<file path="src/rtl/adc_shift_pkg.sv">
package adc_shift_pkg;

  typedef enum logic [1:0] {
    ST_IDLE  = 2'd0,
    ST_SHIFT = 2'd1,
    ST_HOLD  = 2'd2
  } frame_state_e;

  localparam int LEAD_ZEROS = 4;

  function automatic int frame_len(input int res_w);
    return res_w + LEAD_ZEROS;
  endfunction

  function automatic bit width_ok(input int res_w);
    return (res_w == 12) || (res_w == 10) || (res_w == 8);
  endfunction

endpackage

</file>
<file path="src/rtl/edge_sync.sv">
module edge_sync #(
  parameter int   STAGES  = 2,
  parameter logic RST_VAL = 1'b1
) (
  input  logic clk,
  input  logic rst_n,
  input  logic d_i,
  output logic cur_o,
  output logic prev_o
);

  logic [STAGES-1:0] sync_q, sync_d;
  logic              prev_q, prev_d;

  always_comb begin
    sync_d = {sync_q[STAGES-2:0], d_i};
    prev_d = sync_q[STAGES-1];
  end

  always_ff @(posedge clk or negedge rst_n) begin
    if (!rst_n) begin
      sync_q <= {STAGES{RST_VAL}};
      prev_q <= RST_VAL;
    end else begin
      sync_q <= sync_d;
      prev_q <= prev_d;
    end
  end

  assign cur_o  = sync_q[STAGES-1];
  assign prev_o = prev_q;

endmodule

</file>
<file path="src/rtl/frame_ctrl.sv">
module frame_ctrl
  import adc_shift_pkg::*;
#(
  parameter int FRAME_LEN = 16,
  parameter int CNT_W     = $clog2(FRAME_LEN + 1)
) (
  input  logic             clk,
  input  logic             rst_n,
  input  logic             cs_fall_i,
  input  logic             cs_rise_i,
  input  logic             sclk_fall_i,
  output logic             load_o,
  output logic             shift_o,
  output logic             oe_o,
  output logic             busy_o,
  output logic [CNT_W-1:0] cnt_o
);

  localparam logic [CNT_W-1:0] LAST_BIT = CNT_W'(FRAME_LEN - 1);

  frame_state_e     state_q, state_d;
  logic [CNT_W-1:0] cnt_q, cnt_d;
  logic             cnt_en;

  always_comb begin
    state_d = state_q;
    cnt_d   = cnt_q;
    cnt_en  = 1'b0;
    load_o  = 1'b0;
    shift_o = 1'b0;
    unique case (state_q)
      ST_IDLE: begin
        if (cs_fall_i) begin
          state_d = ST_SHIFT;
          cnt_d   = '0;
          cnt_en  = 1'b1;
          load_o  = 1'b1;
        end
      end
      ST_SHIFT: begin
        if (cs_rise_i) begin
          state_d = ST_IDLE;
        end else if (sclk_fall_i) begin
          if (cnt_q == LAST_BIT) begin
            state_d = ST_HOLD;
          end else begin
            cnt_d   = cnt_q + 1'b1;
            cnt_en  = 1'b1;
            shift_o = 1'b1;
          end
        end
      end
      ST_HOLD: begin
        if (cs_rise_i) state_d = ST_IDLE;
      end
      default: state_d = ST_IDLE;
    endcase
  end

  always_ff @(posedge clk or negedge rst_n) begin
    if (!rst_n) begin
      state_q <= ST_IDLE;
      cnt_q   <= '0;
    end else begin
      state_q <= state_d;
      if (cnt_en) cnt_q <= cnt_d;
    end
  end

  assign oe_o   = (state_q == ST_SHIFT);
  assign busy_o = (state_q != ST_IDLE);
  assign cnt_o  = cnt_q;

  AST_CNT_RANGE: assert property (@(posedge clk) disable iff (!rst_n)
    cnt_q <= LAST_BIT);

  AST_FRAME_OPEN: assert property (@(posedge clk) disable iff (!rst_n)
    (state_q == ST_IDLE && cs_fall_i) |=> (state_q == ST_SHIFT && cnt_q == '0));

  AST_ABORT_RELEASE: assert property (@(posedge clk) disable iff (!rst_n)
    (state_q == ST_SHIFT && cs_rise_i) |=> (state_q == ST_IDLE));

  AST_END_RELEASE: assert property (@(posedge clk) disable iff (!rst_n)
    (state_q == ST_SHIFT && !cs_rise_i && sclk_fall_i && cnt_q == LAST_BIT) |=> (state_q == ST_HOLD));

  AST_HOLD_RELEASED: assert property (@(posedge clk) disable iff (!rst_n)
    (state_q == ST_HOLD && !cs_rise_i) |=> (state_q == ST_HOLD));

  AST_IDLE_IGNORES_SCLK: assert property (@(posedge clk) disable iff (!rst_n)
    (state_q == ST_IDLE && !cs_fall_i) |=> (state_q == ST_IDLE));

endmodule

</file>
<file path="src/rtl/out_shifter.sv">
module out_shifter #(
  parameter int RES_W     = 12,
  parameter int LEAD      = 4,
  parameter int FRAME_LEN = RES_W + LEAD
) (
  input  logic             clk,
  input  logic             rst_n,
  input  logic             load_i,
  input  logic             shift_i,
  input  logic             oe_i,
  input  logic [RES_W-1:0] sample_i,
  output logic             sdata_o
);

  logic [FRAME_LEN-1:0] sreg_q, sreg_d;
  logic                 sreg_en;

  always_comb begin
    sreg_en = load_i | shift_i;
    if (load_i) sreg_d = {{LEAD{1'b0}}, sample_i};
    else        sreg_d = {sreg_q[FRAME_LEN-2:0], 1'b0};
  end

  always_ff @(posedge clk or negedge rst_n) begin
    if (!rst_n) sreg_q <= '0;
    else if (sreg_en) sreg_q <= sreg_d;
  end

  assign sdata_o = oe_i & sreg_q[FRAME_LEN-1];

  AST_LATCH_SAMPLE: assert property (@(posedge clk) disable iff (!rst_n)
    load_i |=> (sreg_q[RES_W-1:0] == $past(sample_i)));

  AST_LEAD_CLEAR: assert property (@(posedge clk) disable iff (!rst_n)
    load_i |=> (sreg_q[FRAME_LEN-1 -: LEAD] == '0));

  AST_HOLD_WHEN_IDLE: assert property (@(posedge clk) disable iff (!rst_n)
    (!load_i && !shift_i) |=> $stable(sreg_q));

endmodule

</file>
<file path="src/rtl/adc_sdata_shifter.sv">
module adc_sdata_shifter
  import adc_shift_pkg::*;
#(
  parameter int RES_W       = 12,
  parameter int SYNC_STAGES = 2
) (
  input  logic             clk,
  input  logic             rst_n,
  input  logic             cs_n,
  input  logic             sclk,
  input  logic [RES_W-1:0] sample_i,
  output logic             sdata_o,
  output logic             sdata_oe_o,
  output logic             busy_o
);

  localparam int FRAME_LEN = frame_len(RES_W);
  localparam int CNT_W     = $clog2(FRAME_LEN + 1);
  localparam int N_LINES   = 2;
  localparam int IDX_SCLK  = 0;
  localparam int IDX_CS    = 1;

  generate
    if (!width_ok(RES_W)) begin : g_bad_width
      $error("adc_sdata_shifter: RES_W must be 12, 10 or 8");
    end
  endgenerate

  logic rst_meta_q, rst_sync_q;
  always_ff @(posedge clk or negedge rst_n) begin
    if (!rst_n) begin
      rst_meta_q <= 1'b0;
      rst_sync_q <= 1'b0;
    end else begin
      rst_meta_q <= 1'b1;
      rst_sync_q <= rst_meta_q;
    end
  end

  logic [N_LINES-1:0] line_raw, line_cur, line_prev;
  assign line_raw = {cs_n, sclk};

  genvar gi;
  generate
    for (gi = 0; gi < N_LINES; gi++) begin : g_line_sync
      edge_sync #(
        .STAGES  (SYNC_STAGES),
        .RST_VAL (1'b1)
      ) u_sync (
        .clk    (clk),
        .rst_n  (rst_sync_q),
        .d_i    (line_raw[gi]),
        .cur_o  (line_cur[gi]),
        .prev_o (line_prev[gi])
      );
    end
  endgenerate

  logic cs_fall, cs_rise, sclk_fall;
  assign cs_fall   =  line_prev[IDX_CS]   & ~line_cur[IDX_CS];
  assign cs_rise   = ~line_prev[IDX_CS]   &  line_cur[IDX_CS];
  assign sclk_fall =  line_prev[IDX_SCLK] & ~line_cur[IDX_SCLK];

  logic             load, shift, oe, busy;
  logic [CNT_W-1:0] bit_cnt;

  frame_ctrl #(
    .FRAME_LEN (FRAME_LEN),
    .CNT_W     (CNT_W)
  ) u_ctrl (
    .clk         (clk),
    .rst_n       (rst_sync_q),
    .cs_fall_i   (cs_fall),
    .cs_rise_i   (cs_rise),
    .sclk_fall_i (sclk_fall),
    .load_o      (load),
    .shift_o     (shift),
    .oe_o        (oe),
    .busy_o      (busy),
    .cnt_o       (bit_cnt)
  );

  out_shifter #(
    .RES_W     (RES_W),
    .LEAD      (LEAD_ZEROS),
    .FRAME_LEN (FRAME_LEN)
  ) u_shift (
    .clk      (clk),
    .rst_n    (rst_sync_q),
    .load_i   (load),
    .shift_i  (shift),
    .oe_i     (oe),
    .sample_i (sample_i),
    .sdata_o  (sdata_o)
  );

  assign sdata_oe_o = oe;
  assign busy_o     = busy;

  AST_LEAD_ZERO_OUT: assert property (@(posedge clk) disable iff (!rst_sync_q)
    (oe && bit_cnt < CNT_W'(LEAD_ZEROS)) |-> !sdata_o);

  AST_OE_INSIDE_BUSY: assert property (@(posedge clk) disable iff (!rst_sync_q)
    sdata_oe_o |-> busy_o);

  AST_CS_HIGH_RELEASED: assert property (@(posedge clk) disable iff (!rst_sync_q)
    (line_cur[IDX_CS] && line_prev[IDX_CS]) |=> !sdata_oe_o);

endmodule

</file>
<file path="config.mk">
export PLATFORM = sky130hd
export DESIGN_NAME = adc_sdata_shifter
export DESIGN_NICKNAME = d
export VERILOG_FILES = /design/src/rtl/adc_shift_pkg.sv /design/src/rtl/edge_sync.sv /design/src/rtl/frame_ctrl.sv /design/src/rtl/out_shifter.sv /design/src/rtl/adc_sdata_shifter.sv
export SDC_FILE = /design/constraint.sdc
export NUM_CORES = 1
export LEC_CHECK = 0
export BUFFER_PORTS_ARGS = -buffer_cell sky130_fd_sc_hd__clkbuf_2
export CAP_MARGIN = 5
export CORE_ASPECT_RATIO = 0.75
export CORE_MARGIN = 4
export CORE_UTILIZATION = 35
export DETAILED_ROUTE_END_ITERATION = 16
export PLACE_DENSITY = 0.59
export SLEW_MARGIN = 20
export SYNTH_ARGS = -nofsm -noshare
export SYNTH_HDL_FRONTEND = slang
export SYNTH_SLANG_ARGS = --single-unit
</file>
<file path="constraint.sdc">
create_clock -name clk -period 1.8 [get_ports clk]
set_clock_uncertainty 0.05 [all_clocks]
set_input_delay 0.18 -clock clk [delete_from_list [all_inputs] [get_ports clk]]
set_output_delay 0.18 -clock clk [all_outputs]
set_load 0.005 [all_outputs]
</file>
# Word-level counts from Yosys, hierarchy flattened
# Cells that the tools add are included.
[classes]
n_addsub = 1
multipliers = 0
div = 0
magnitude_cmp = 0
n_eq_ne = 10
n_shift = 0
mux = 19
bitwise_logic = 8
n_reduce_logical = 5
[op_table]
columns = ["op", "n"]
rows = [
  ["$mux W5", 4],
  ["$mux W16", 1],
  ["$mux W2", 5],
  ["$ne A2 B2 Y1 const B", 5],
  ["$pmux W5 S2", 1],
  ["$mux W1", 6],
  ["$pmux W2 S3", 1],
  ["$reduce_and A6 Y1", 1],
  ["$add A5 B1 Y5 const B", 1],
  ["$eq A5 B4 Y1 const B", 1],
  ["$and A1 B1 Y1", 4],
  ["$reduce_and A4 Y1", 1],
  ["$reduce_bool A2 Y1", 2],
  ["$ne A3 B2 Y1 const B", 1],
  ["$ne A3 B3 Y1 const B", 1],
  ["$not A1 Y1", 3],
  ["$eq A2 B1 Y1 const B", 1],
  ["$eq A2 B2 Y1 const B", 1],
  ["$logic_not A2 Y1", 1],
  ["$pmux W1 S2", 1],
  ["$or A1 B1 Y1", 1],
]
[totals]
ff_bits = 31
latch_bits = 0
ramBits = 0
rom_bits = 0
inputBits = 16
out_inout_bits = 3
word_cells = 52
n_memories = 0

# Depth between registers and ports, before layout
# Gate-level depths: netlist (run 1).
[depth]
depth_word = 6
mapped_depth = 8
mapped_depth_nobuf = 6

# Cells and area by module
# Synthesis (run 1) repeated with hierarchy kept, for this count alone.
[hier_totals]
hier_cells = 120
hier_area_um2 = 1360.1
[by_module_without_submodules]
columns = ["mod", "n_inst", "cells_each", "area_per_inst_um2", "seq_area_each_um2"]
rows = [
  ["out_shifter", 1, 66, 729.4, 400.4],
  ["frame_ctrl", 1, 42, 397.9, 175.2],
  ["edge_sync", 2, 3, 78.8, 78.8],
  ["adc_sdata_shifter", 1, 6, 75.1, 50.0],
]

# Worst setup path after synthesis (run 1)
# Ideal clock, no wire load.
[synth_path]
path_type = "register to register"
startpoint = "register u_ctrl.cnt_q[0], in the netlist u_ctrl.cnt_o[0]"
endpoint = "register u_shift.sreg_q[11]"
setup_time_ps = 124
arrival_time_ps = 2145
t_required_ps = 1626
setup_slack_ps = -519
path_stages_with_launch = 9
n_path_buf = 2
period_less_slack_ps = 2319
path_cell_list = "dfrtp_1 -> ha_1 -> and3_1 -> ha_1 -> or3b_1 -> buf_6 -> buf_6 -> o311a_1 -> a211o_1"
[synth_between]
elab_chain_cells = 6
[synth_lines]
columns = ["element", "line_no", "rtl"]
rows = [
  ["start, declared", "frame_ctrl.sv:22", "logic [CNT_W-1:0] cnt_q, cnt_d;"],
  ["start signal, assigned", "frame_ctrl.sv:66", "if (cnt_en) cnt_q <= cnt_d;"],
  ["$eq A5 B4 Y1", "frame_ctrl.sv:44", "if (cnt_q == LAST_BIT) begin"],
  ["$mux W1", "frame_ctrl.sv:44", ""],
  ["$mux W1", "frame_ctrl.sv:43", "end else if (sclk_fall_i) begin"],
  ["$mux W1", "frame_ctrl.sv:41", "if (cs_rise_i) begin"],
  ["$mux W1", "frame_ctrl.sv:31", "unique case (state_q)"],
  ["$or A1 B1 Y1", "out_shifter.sv:19", "sreg_en = load_i | shift_i;"],
  ["end signal, assigned", "out_shifter.sv:26", "else if (sreg_en) sreg_q <= sreg_d;"],
  ["end, declared", "out_shifter.sv:15", "logic [FRAME_LEN-1:0] sreg_q, sreg_d;"],
]
# No other way between the ends.
# A chain may end at the register's enable or synchronous reset.

# Worst setup path in the final report (run 1)
[layout_path]
startpoint = "register u_ctrl.cnt_q[1], in the netlist u_ctrl.cnt_o[1]"
endpoint = "register u_shift.sreg_q[5]"
# Same word-level chain as after synthesis.

==> results list, run 1 <==
* Antenna violations before repair: 0
* H-tree Lvls: 2
* Sequential cell area: 783.3 µm²
- Area growth from synthesis to layout: 38.88%
- Yosys instantiated no cell more often than dfrtp_1.
- For the worst setup path, the data arrival time is 2.24 ns.
- The max-slew violation total from the final report is 0.
* Detailed placer's ending HPWL: 2120 µm
- After detailed routing, the number of remaining DRC violations is 0.
- Maximum number of pins on one net before global-route repair: 30
- For this run, the post-layout net count is 180.
- Number of warnings issued by yosys: 0
- Top cell type's share of synthesized area: 43.59%
* Final setup violation count: 21
- Clk root buf: clkbuf_8
* Top area cells in the synthesized netlist: dfrtp_1 (44%), dfstp_2 (11%), a221o_1 (7.7%)
* Last weighted congestion value of the routability-driven placer: 0.8469
- The most used flip-flop cell after synthesis is dfrtp_1.
- The worst path uses 118.7% of the clock period.
* Capturing element type of the critical path: register
* Worst setup path class: reg -> reg
- Proportion of register bits with asynchronous set or reset after synthesis: 100.0%
- Area of the die: 5200 µm²
* Final design instance area without fill: 1993 µm²
- Maximum ir drop on the vdd rail: 0.6863 mV
* Routed wire length per instance: 15.59 µm
- The run finished, with violations left.
* Number of placed cells counting well taps: 196
* Number of vias after detailed routing: 1,129
- Summing all placed instances gives a cell area of 1684 µm².
* Fin worst setup slack: -0.3358 ns
* PortBufs: 18
- Via/cell ratio: 5.251
- Clock tree synthesis inserted a total of 5 buffers.
- For this run, the register share of the synthesized area comes to 54.58%.
* Synth Net Count: 136
- The slowest stage of the critical path is the or3b_4 cell.
* Clk sink count: 31
- Global routing consumed, over all layers together, 14.24% of the routing resources.
- Floorplan core area: 3804 µm²
* Initial standard-cell utilization of the core: 37.73%
- Netlist area before placement: 1435 µm²
- Number of endpoints with negative hold slack in the final report: 0
* Achievable frequency: 468.2 MHz
- The first global-routing pass estimated 5671 µm of wire.
* Post-synth top area cell: dfrtp_1
- In this run the worst path has a maximum fanout of 8.
- Number of ports placed on the die boundary: 19
- Fin crit period: 2.136 ns
* Chip width: 81.94 µm
- Final ANT Viol Nets: 0
- Avg Cell Area, Syn: 12.16 µm²
- Top cells by count, synth: dfrtp_1 (25), a221o_1 (11), o311a_1 (11)
- The number of global-route vias before repair is 1,181.
* Number of standard-cell rows in the floorplan: 19
* Required time reported for the critical path endpoint: 1.91 ns
* Fraction of layout cells with a size suffix above 1: 46.63%
- Before antenna repair, the detailed router went through 6 iterations.
- Worst path bufs/invs: 1
- DR iter-0 viols: 63
- Count of unique library cells instantiated by Yosys: 34
* Top Family by Delay on Critical Path: compound AO/OA/AOI/OAI gates
* Worst Setup Slack post-DPL: -0.3499 ns
* Static Leak: 0.8873 nW
* Vertical extent of the die: 63.46 µm
- Setup repair after global routing could not meet its margin everywhere.
- The signal on the critical path passes through ha_2 > and3_4 > ha_4 > or3b_4 > buf_6 > o311a_1 > a221o_1.
- Number of enable flip-flop cells after synthesis: 0
- The tool flagged a number of max-cap violations equal to 0.
- Maximum single-stage delay on the critical path: 0.39 ns
- Kind of path behind the tightest hold check: in -> reg
- Startpoint type of the worst setup path: register
- After detailed routing, the total wire length is 3351 µm.
- After the flow finishes, the layout carries non-filler instances totaling 215.
- The multi-input combinational cells in the finished layout cover a total of 679.4 µm².
* Buffers from clock root to sink, at most: 2
- After synthesis the netlist holds a flip-flop and latch count of 31.
- Clock-pin slew was measured on the worst setup and hold paths at 0.06 ns.
- The number of antenna diodes in the final layout is 0.
* Number of fill cells in the layout: 351
- The checks that failed: setup timing.
* Power Dens Cells: 1056 nW/µm²
- TritonCTS built the clock tree.
- Remaining global-route overflow: 0
- At the later pin of the worst-skew pair, clock insertion delay measures 0.28 ns.
- Synthesis produced 118 cells.
[what timing repair did]
| action | in CTS | in global routing |
|---|---|---|
| hold buffers | 3 | 0 |
| hold endpoints to repair | 4 | 0 |
| buffers inserted | 4 | 4 |
| setup endpoints to repair | 21 | 22 |
| pin swaps | 6 | 3 |
| gates cloned | 1 | 1 |
| gates resized for setup | 22 | 5 |
[stage by stage]
step / utilization (%) / power, mW / TNS, ns / hold WS (ns)
final: 52.40 / 2.104 / -5.280 / 0.06422
after global routing: 52.40 / 2.218 / -6.684 / 0.07066
after CTS: 51.22 / 2.086 / -4.967 / 0.06524
after detailed placement: 44.28 / 1.423 / -5.875 / -0.08229
after global placement: 44.28 / 1.396 / -4.897 / -0.08444
after floorplan: - / 1.239 / -4.873 / -0.1656
[layout make-up]
class                           count  share of cell area, %
Timing Repair Buffer               48                  17.77
Sequential cell                    31                  39.30
Clock buffer                        8                  5.022
Inverter                            3                 0.5650
Multi-Input combinational cell     73                  34.09
Tap cell                           52                  3.264
[registers in the layout, summed over array words and instances, names as in the netlist]
register and flops:
rst_sync_q 1, u_ctrl.cnt_o 5, g_line_sync.u_sync.prev_o 2, u_ctrl.state_q 2
rst_meta_q 1, u_shift.sreg_q 16, g_line_sync.u_sync.sync_q 4
[where the power goes]
group / leakage (nW) / internal (mW) / switching [mW]
clock: 0.0515 / 0.349 / 0.254
sequential: 0.383 / 0.842 / 0.0869
combinational: 0.452 / 0.328 / 0.244
total: 0.887 / 1.52 / 0.585
[final timing paths]
| kind | startpoint | endpoint | slack (ns) | depth (start not counted) |
|---|---|---|---|---|
| setup / recovery | u_ctrl.cnt_o[1] | u_shift.sreg_q[5] | -0.34 | 7 |
| hold / removal | sample_i[0] | u_shift.sreg_q[0] | 0.06 | 3 |
| setup reg to reg | u_ctrl.cnt_o[1] | u_shift.sreg_q[5] | -0.34 | 7 |
| hold reg to reg | rst_sync_q | u_ctrl.cnt_o[3] | 0.19 | 1 |
| max in group asynchronous | rst_sync_q | g_line_sync[0].u_sync.sync_q[0] | 1.19 | 1 |
| min in group asynchronous | rst_n | rst_meta_q | 0.16 | 2 |
[placed cells by master, fill, tap and decap left out, types with 2 or more instances in the layout]
master         netlist  final
mux2i_1              2      2
o311a_1             11     11
buf_6                3      9
dfrtp_1             25     25
clkbuf_8             0      7
nor2b_1              3      3
inv_1                3      2
a21oi_1              5      5
clkbuf_2             0     18
buf_4                0     17
mux2_4               0      2
nand4_1              4      4
and2_1               2      2
dfstp_2              6      6
dlygate4sd3_1        0      3
a221o_1             11     11
o31ai_2              0      3
nand2_1              5      5
nand3_1              2      2
nand2b_1             5      5
nor4_4               0      2
[cells by family (layout without fill, tap and decap cells)]
kind of cell | after synthesis | in the layout | share of synthesized area (%)
buffers and inverters | 14 | 59 | 5.579
flip-flops | 31 | 31 | 54.58
multiplexers | 4 | 4 | 2.964
AND/OR/NAND/NOR | 31 | 31 | 13.69
AO/OA/AOI/OAI | 35 | 35 | 21.19
other | 1 | 1 | 0.2613
adder cells (fa/ha/maj) | 2 | 2 | 1.743
[worst reg2reg max path, delay by kind of cell, from the launching register on]
family | cells | cell delay, ns
buffers and inverters | 1 | 0.15
flip-flops | 1 | 0.38
AND/OR/NAND/NOR | 2 | 0.54
AO/OA/AOI/OAI | 2 | 0.55
adder cells (fa/ha/maj) | 2 | 0.34
[metal layers]
layer / global-route usage, % / share of wire [%] / vias to the layer above
met4: 4.772 / 0.84 / 0
met5: 0 / 0 / -
li1: - / - / 543
met3: 4.701 / 4.4 / 5
met1: 19.53 / 49 / 562
met2: 20.97 / 46 / 19
Power figures use the tool's default switching activity.
==> run 2, diff against run 1 <==
SETUP_SLACK_MARGIN = 0.3   (was unset)
==> run 2 against run 1 <==
Compared with the run above:
- non-clock buffer count grew 12
- critical path depth is the same
- routed wire length grew 4.3%
- clock power shrank 13%
- power shrank 2.1%
- hold slack lost 0.0044 ns
- register-to-register slack is essentially flat
- first-iteration DRC count shrank 13%
- global-route usage grew 0.15 points
- the flow still finishes with violations (setup timing)
- setup slack lost 0.0042 ns
==> results list, run 2 (same netlist as run 1, synthesis figures left out) <==
- The run finished, with violations left.
- The final reports fail on setup timing.
- Static Leak: 0.9503 nW
- PortBufs: 18
- After detailed routing, the number of vias per cell comes to 5.247.
* Number of vias after detailed routing: 1,191
- Worst Setup Slack post-DPL: -0.3297 ns
- The max-slew violation total from the final report was 0.
- Once the floorplan was initialized, standard cells occupied 37.73% of the core.
- The core region is 3804 µm².
* Gate power share: 28.7%
* Maximum ir drop on the vdd rail: 0.6762 mV
- Maximum number of pins on one net before global-route repair: 18
- Buffers from clock root to sink, at most: 2
- Global routing consumed, over all layers together, 14.40% of the routing resources.
- Wires add up to 3496 µm.
- Setup repair after global routing missed its margin: yes
- Fraction of power spent switching nets: 29.26%
- Required time reported for the critical path endpoint: 1.92 ns
- DRT Pass-1 Iters: 4
- Overall power consumption: 2.060 mW
- Routed wire length per instance: 15.40 µm
* Flip-flop count of the largest register, all copies and words added: 16
- Top library cells by usage in the layout, fill and taps aside: buf_4 (30), dfrtp_1 (25), clkbuf_2 (16), o311a_1 (11), a221o_1 (11)
- Across all register-to-register paths, the minimum setup slack is -0.34 ns.
* Worst-skew pair later-pin latency: 0.28 ns
* Vertical extent of the die: 63.46 µm
* Fin crit period: 2.140 ns
- Final cell utilization of the core: 55.43%
- Antenna violations before repair: 0
- The die is 81.94 µm wide.
- The floorplan has 19 rows.
- In the final layout, the multi-input gates occupy 685.7 µm².
- FF-to-FF path depth: 7
- In this run, CTS created clock tree buffers numbering 5.
- Number of ports placed on the die boundary: 19
- The min-delay analysis places its worst path in the category in -> reg.
* Final ANT Viol Nets: 0
* Capturing element type of the critical path: register
* Transition at the pin with the smallest max-transition slack: 0.5994 ns
* Timing startpoint of the critical path: u_ctrl.cnt_o[1]
- Layout net count: 192
* Timing endpoint of the critical path: u_shift.sreg_q[5]
* Worst hold slack across all endpoints: 0.05985 ns
- Flop pwr share: 45.8%
- The total overflow left after global routing is 0.
- Area growth from synthesis to layout: 46.90%
- Static timing analysis puts the maximum clock frequency at 467.3 MHz.
- Detailed placer's ending HPWL: 2246 µm
- Fraction of layout cells with a size suffix above 1: 52.00%
* Final setup violation count: 20
* Top fanout value on the critical path: 8
* Number of fill cells in the layout: 335
* Critical R2R Launch: u_ctrl.cnt_o[1]
- Cell internal power was estimated by the tool at 1.458 mW.
* Arrival time worst endpoint: 2.26 ns
- Max-cap check violation count: 0
- 0 antenna diodes ended up in the layout.
- The die covers 5200 µm².
- Most common library cell in the layout ignoring fill and taps: buf_4
* Switching power: 0.6029 mW
* H-tree Lvls: 2
* Startpoint type of the worst setup path: register
- Clock-pin transition on the worst setup and hold timing paths: 0.07 ns
- After detailed routing, the number of remaining DRC violations is 0.
* DR iter-0 viols: 55
- Setup slack on the critical path of the routed design comes to -0.3401 ns.
- Number of endpoints with negative hold slack in the final report: 0
- Crit Reg-Reg Endpoint: u_shift.sreg_q[5]
- CTS placed an instance of clkbuf_8 at the clock tree root.
- The number of global-route vias before repair is 1,183.
* Worst setup path class: reg -> reg
* Last weighted congestion value of the routability-driven placer: 0.8536
- After layout, the worst path uses 118.9% of the clock period.
- After routing, the total negative slack on setup checks comes to -5.267 ns.
- Clock power share: 25.4%
* Power Dens Cells: 977.3 nW/µm²
- More flip-flops sit in one register than any other, and that register is u_shift.sreg_q.
- The tree built by TritonCTS fans out to 31 sinks.
* Sequential cell area: 783.3 µm²
- The worst pin sits at a relative slew slack of 60.04%.
- Global-route wire length before repair: 5651 µm
- TritonCTS built the clock tree.
[run 2: cell types whose count changed in the layout (fill, tap and decap cells not counted), moves of 2 or more]
cell	delta
buf_4	+13
clkinv_2	+3
buf_12	+2
clkbuf_2	-2
clkbuf_8	-2
mux2_2	+2
mux2_4	-2
[run 2: worst min-delay path by stage]
| stage | to | depth (start not counted) | startpoint |
|---|---|---|---|
| finish | u_shift.sreg_q[0] | 3 | sample_i[0] |
| global route | u_shift.sreg_q[0] | 3 | sample_i[0] |
| CTS | u_shift.sreg_q[0] | 3 | sample_i[0] |
| detailed placement | rst_meta_q | 1 | rst_n |
| global placement | rst_meta_q | 1 | rst_n |
| floorplan | rst_meta_q | 0 | rst_n |
[run 2: critical path, stage by stage (launching register included)]
cell and delay (ns):
dfrtp_1 0.38, ha_2 0.19, and3_4 0.15, ha_4 0.15
or3b_4 0.39, buf_4 0.18, o311a_1 0.29, a221o_1 0.26
[run 2: final cells by class]
type                            count  share of cell area, %
Clock inverter                      3                 0.7122
Clock buffer                        5                  3.264
Inverter                            3                 0.6528
Timing Repair Buffer               60                  22.61
Tap cell                           52                  3.086
Sequential cell                    31                  37.15
Multi-Input combinational cell     73                  32.52
[run 2: layer usage]
layer / track usage [%] / up-vias / share of wire [%]
met5: 0 / - / 0
met4: 5.394 / 0 / 1.1
met3: 4.986 / 5 / 6.8
met2: 21.57 / 31 / 47
met1: 18.98 / 586 / 45
li1: - / 569 / -
[run 2: power by group through the flow]
stage | Sequential, mW | Clock (mW) | Combinational, mW
floorplan | 0.931 | 0 | 0.312
global placement | 0.942 | 0 | 0.469
detailed placement | 0.944 | 0 | 0.486
CTS | 0.944 | 0.541 | 0.553
global route | 0.962 | 0.579 | 0.647
finish | 0.944 | 0.524 | 0.592
[run 2: what timing repair did]
| item | 4_1_cts | 5_1_grt |
|---|---|---|
| endpoints found under the setup margin | 23 | 24 |
| gates cloned | 0 | 1 |
| pin swaps | 1 | 2 |
| hold buffers | 3 | 0 |
| hold endpoints to repair | 4 | 0 |
| setup buffers | 9 | 6 |
| resized for setup | 21 | 8 |
[run 2: per-stage QoR]
| step | area [µm²] | cells |
|---|---|---|
| floorplan | 1466 | 118 |
| CTS | 2021 | 220 |
| detailed placement | 1735 | 200 |
| global route | 2108 | 227 |
| global placement | 1735 | 200 |
| finish | 2108 | 227 |
==> run 3, diff against run 2 <==
CAP_MARGIN = unset   (was 5)
PLACE_DENSITY = 0.61   (was 0.59)
clock period = 1.85 ns   (was 1.8 ns; I/O delays follow)
==> run 3 against run 2 <==
Compared with the run above:
- the run still ends with setup timing left
- utilization is 0.86 points lower
- sequential share of layout area is 0.64 points higher
- cell area is 1.5% lower
- power is 2.3% lower
- routed wire length is 2.4% higher
- flip-flop and latch count unchanged
==> results list, run 3 (same netlist as run 1, synthesis figures left out) <==
* Result of the run: complete, but fails checks
- The checks that failed: setup timing.
- Clk root buf: clkbuf_8
- Of the available clock period, the critical path in the final layout requires 115.6%.
- The die covers 5200 µm².
- Setup violations remaining at the end of the flow were counted as 21.
* Final ANT Viol Nets: 0
- Area growth from synthesis to layout: 44.64%
* Number of clock buffers inserted by TritonCTS: 5
- Kind of path behind the tightest hold check: in -> reg
- Maximum ir drop on the vdd rail: 0.5403 mV
* Final routed DRC violation total: 0
- The post-route netlist has 53.25% of its cells at a drive strength greater than 1.
- During I/O placement, the number of pins put on the boundary was 19.
* Vertical extent of the die: 63.46 µm
- Setup slack on the critical path of the routed design comes to -0.2895 ns.
- Worst hold path stage count: 3
* Critical R2R Launch: u_ctrl.cnt_o[0]
* Worst-skew pair later-pin latency: 0.28 ns
- Clock-pin slew was measured on the worst setup and hold paths at 0.07 ns.
* Most common library cell in the layout ignoring fill and taps: dfrtp_1
- The worst register-to-register path has a setup slack of -0.29 ns.
- Clk sink count: 31
- The H-tree generated during clock tree synthesis spans 2 levels.
- Counting I/O delays and the setup requirement, the final critical path takes 2.139 ns.
* Vias in the first global route: 1,216
- The tool flagged a number of max-cap violations equal to 0.
- For the worst setup path, the data required time is 1.96 ns.
* Register containing the most flip-flops in the final layout: u_shift.sreg_q
- At the worst endpoint, the arrival time is 2.25 ns.
- Achievable frequency: 467.4 MHz
- Summed over all nets, the half-perimeter wirelength after detailed placement is 2096 µm.
* FF-to-FF path depth: 7
- Worst setup path class: reg -> reg
- Flip-flop count of the largest register, all copies and words added: 16
- Routed wire length per instance: 16.19 µm
- In the layout the commonest cells are dfrtp_1 (24), buf_4 (21), clkbuf_2 (18), buf_6 (12).
- Input and output buffers added on the ports amount to 18.
* Initial standard-cell utilization of the core: 37.73%
* Antenna violations before repair: 0
* Maximum number of pins on one net before global-route repair: 30
- Worst hold start: sample_i[0]
- The worst setup path is launched from a register.
- Prior to clock tree synthesis, the placed netlist has a worst setup slack of -0.3069 ns.
- Setup repair after global routing could not meet its margin everywhere.
- Number of vias after detailed routing: 1,158
* Layout net count: 186
* Chip width: 81.94 µm
* Static Leak: 0.9169 nW
* Power Dens Cells: 969.6 nW/µm²
* Via/cell ratio: 5.240
* Buffers from clock root to sink, at most: 2
- Global routing used 14.58% of the available tracks across all layers.
- DR iter-0 viols: 28
* DRT Pass-1 Iters: 4
* Final design instance area without fill: 2076 µm²
- The floorplan has 19 rows.
- CTS tree: yes
- Top fanout value on the critical path: 7
- The most critical setup path has its startpoint at u_ctrl.cnt_o[0].
- Capturing element type of the critical path: register
- Power comes to 2.013 mW.
* Number of endpoints with negative hold slack in the final report: 0
- The first global-routing pass estimated 5871 µm of wire.
* Last weighted congestion value of the routability-driven placer: 0.8111
* Post-place instance area: 1693 µm²
- The total area inside the core boundary comes to 3804 µm².
* Final wirelength: 3579 µm
- The max-slew violation total from the final report was 0.
* Antenna diodes: 0
- Remaining global-route overflow: 0
[run 3: changes by cell type in the layout (fill, tap and decap cells not counted), sizes merged]
| cell | change |
|---|---|
| clkbuf | +2 |
| buf | -8 |
| clkinvlp | +2 |
| clkinv | -2 |
[run 3: final timing paths]
check                                               endpoint
worst max-delay path                       u_shift.sreg_q[7]
worst min-delay path                       u_shift.sreg_q[0]
worst max register to register             u_shift.sreg_q[7]
worst min register to register            u_shift.sreg_q[14]
max in group asynchronous       g_line_sync[1].u_sync.prev_o
min in group asynchronous                         rst_meta_q
[run 3: metrics by stage]
step,hold slack (ns),util (%),std cells,setup TNS (ns)
final,0.05942,54.57,221,-5.282
after global routing,0.06402,54.57,221,-7.004
after CTS,0.05641,53.09,218,-4.826
after detailed placement,-0.07868,44.51,196,-4.311
after global placement,-0.07964,44.51,196,-3.634
after floorplan,-0.1606,-,118,-3.870
[run 3: per-layer routing]
| metal | part of all wire, % | track usage [%] |
|---|---|---|
| met4 | 0.28 | 2.490 |
| met1 | 46 | 21.26 |
| met2 | 48 | 21.27 |
| met5 | 0 | 0 |
| met3 | 5.1 | 4.701 |
[run 3: where the power goes]
part / switching, mW / total, mW / internal, mW / leakage, nW
Clock: 0.262 / 0.524 / 0.261 / 0.0402
Sequential: 0.0926 / 0.913 / 0.820 / 0.382
Combinational: 0.245 / 0.576 / 0.331 / 0.495
[run 3: worst max-delay path: stages, from the launching register on]
cell,delay [ns]
dfrtp_1,0.39
ha_2,0.18
and3_4,0.15
ha_4,0.15
or3b_4,0.40
buf_6,0.15
o311a_1,0.28
a221o_1,0.26
[run 3: final cells by class]
class | count | area [µm²]
fillers | 344 | 1728
flip-flops and latches | 31 | 784.5
multi-input cells | 73 | 710.7
repair buffers | 54 | 412.9
clock buffers | 5 | 68.82
well taps | 52 | 65.06
clock inverters | 3 | 20.02
inverters | 3 | 13.76
[run 3: repair_timing]
action | in CTS | in global routing
cloned | 2 | 0
hold endpoints to repair | 4 | 0
pin swaps | 9 | 5
buffers inserted | 9 | 3
setup endpoints to repair | 23 | 24
resized for setup | 32 | 8
hold buffers | 3 | 0
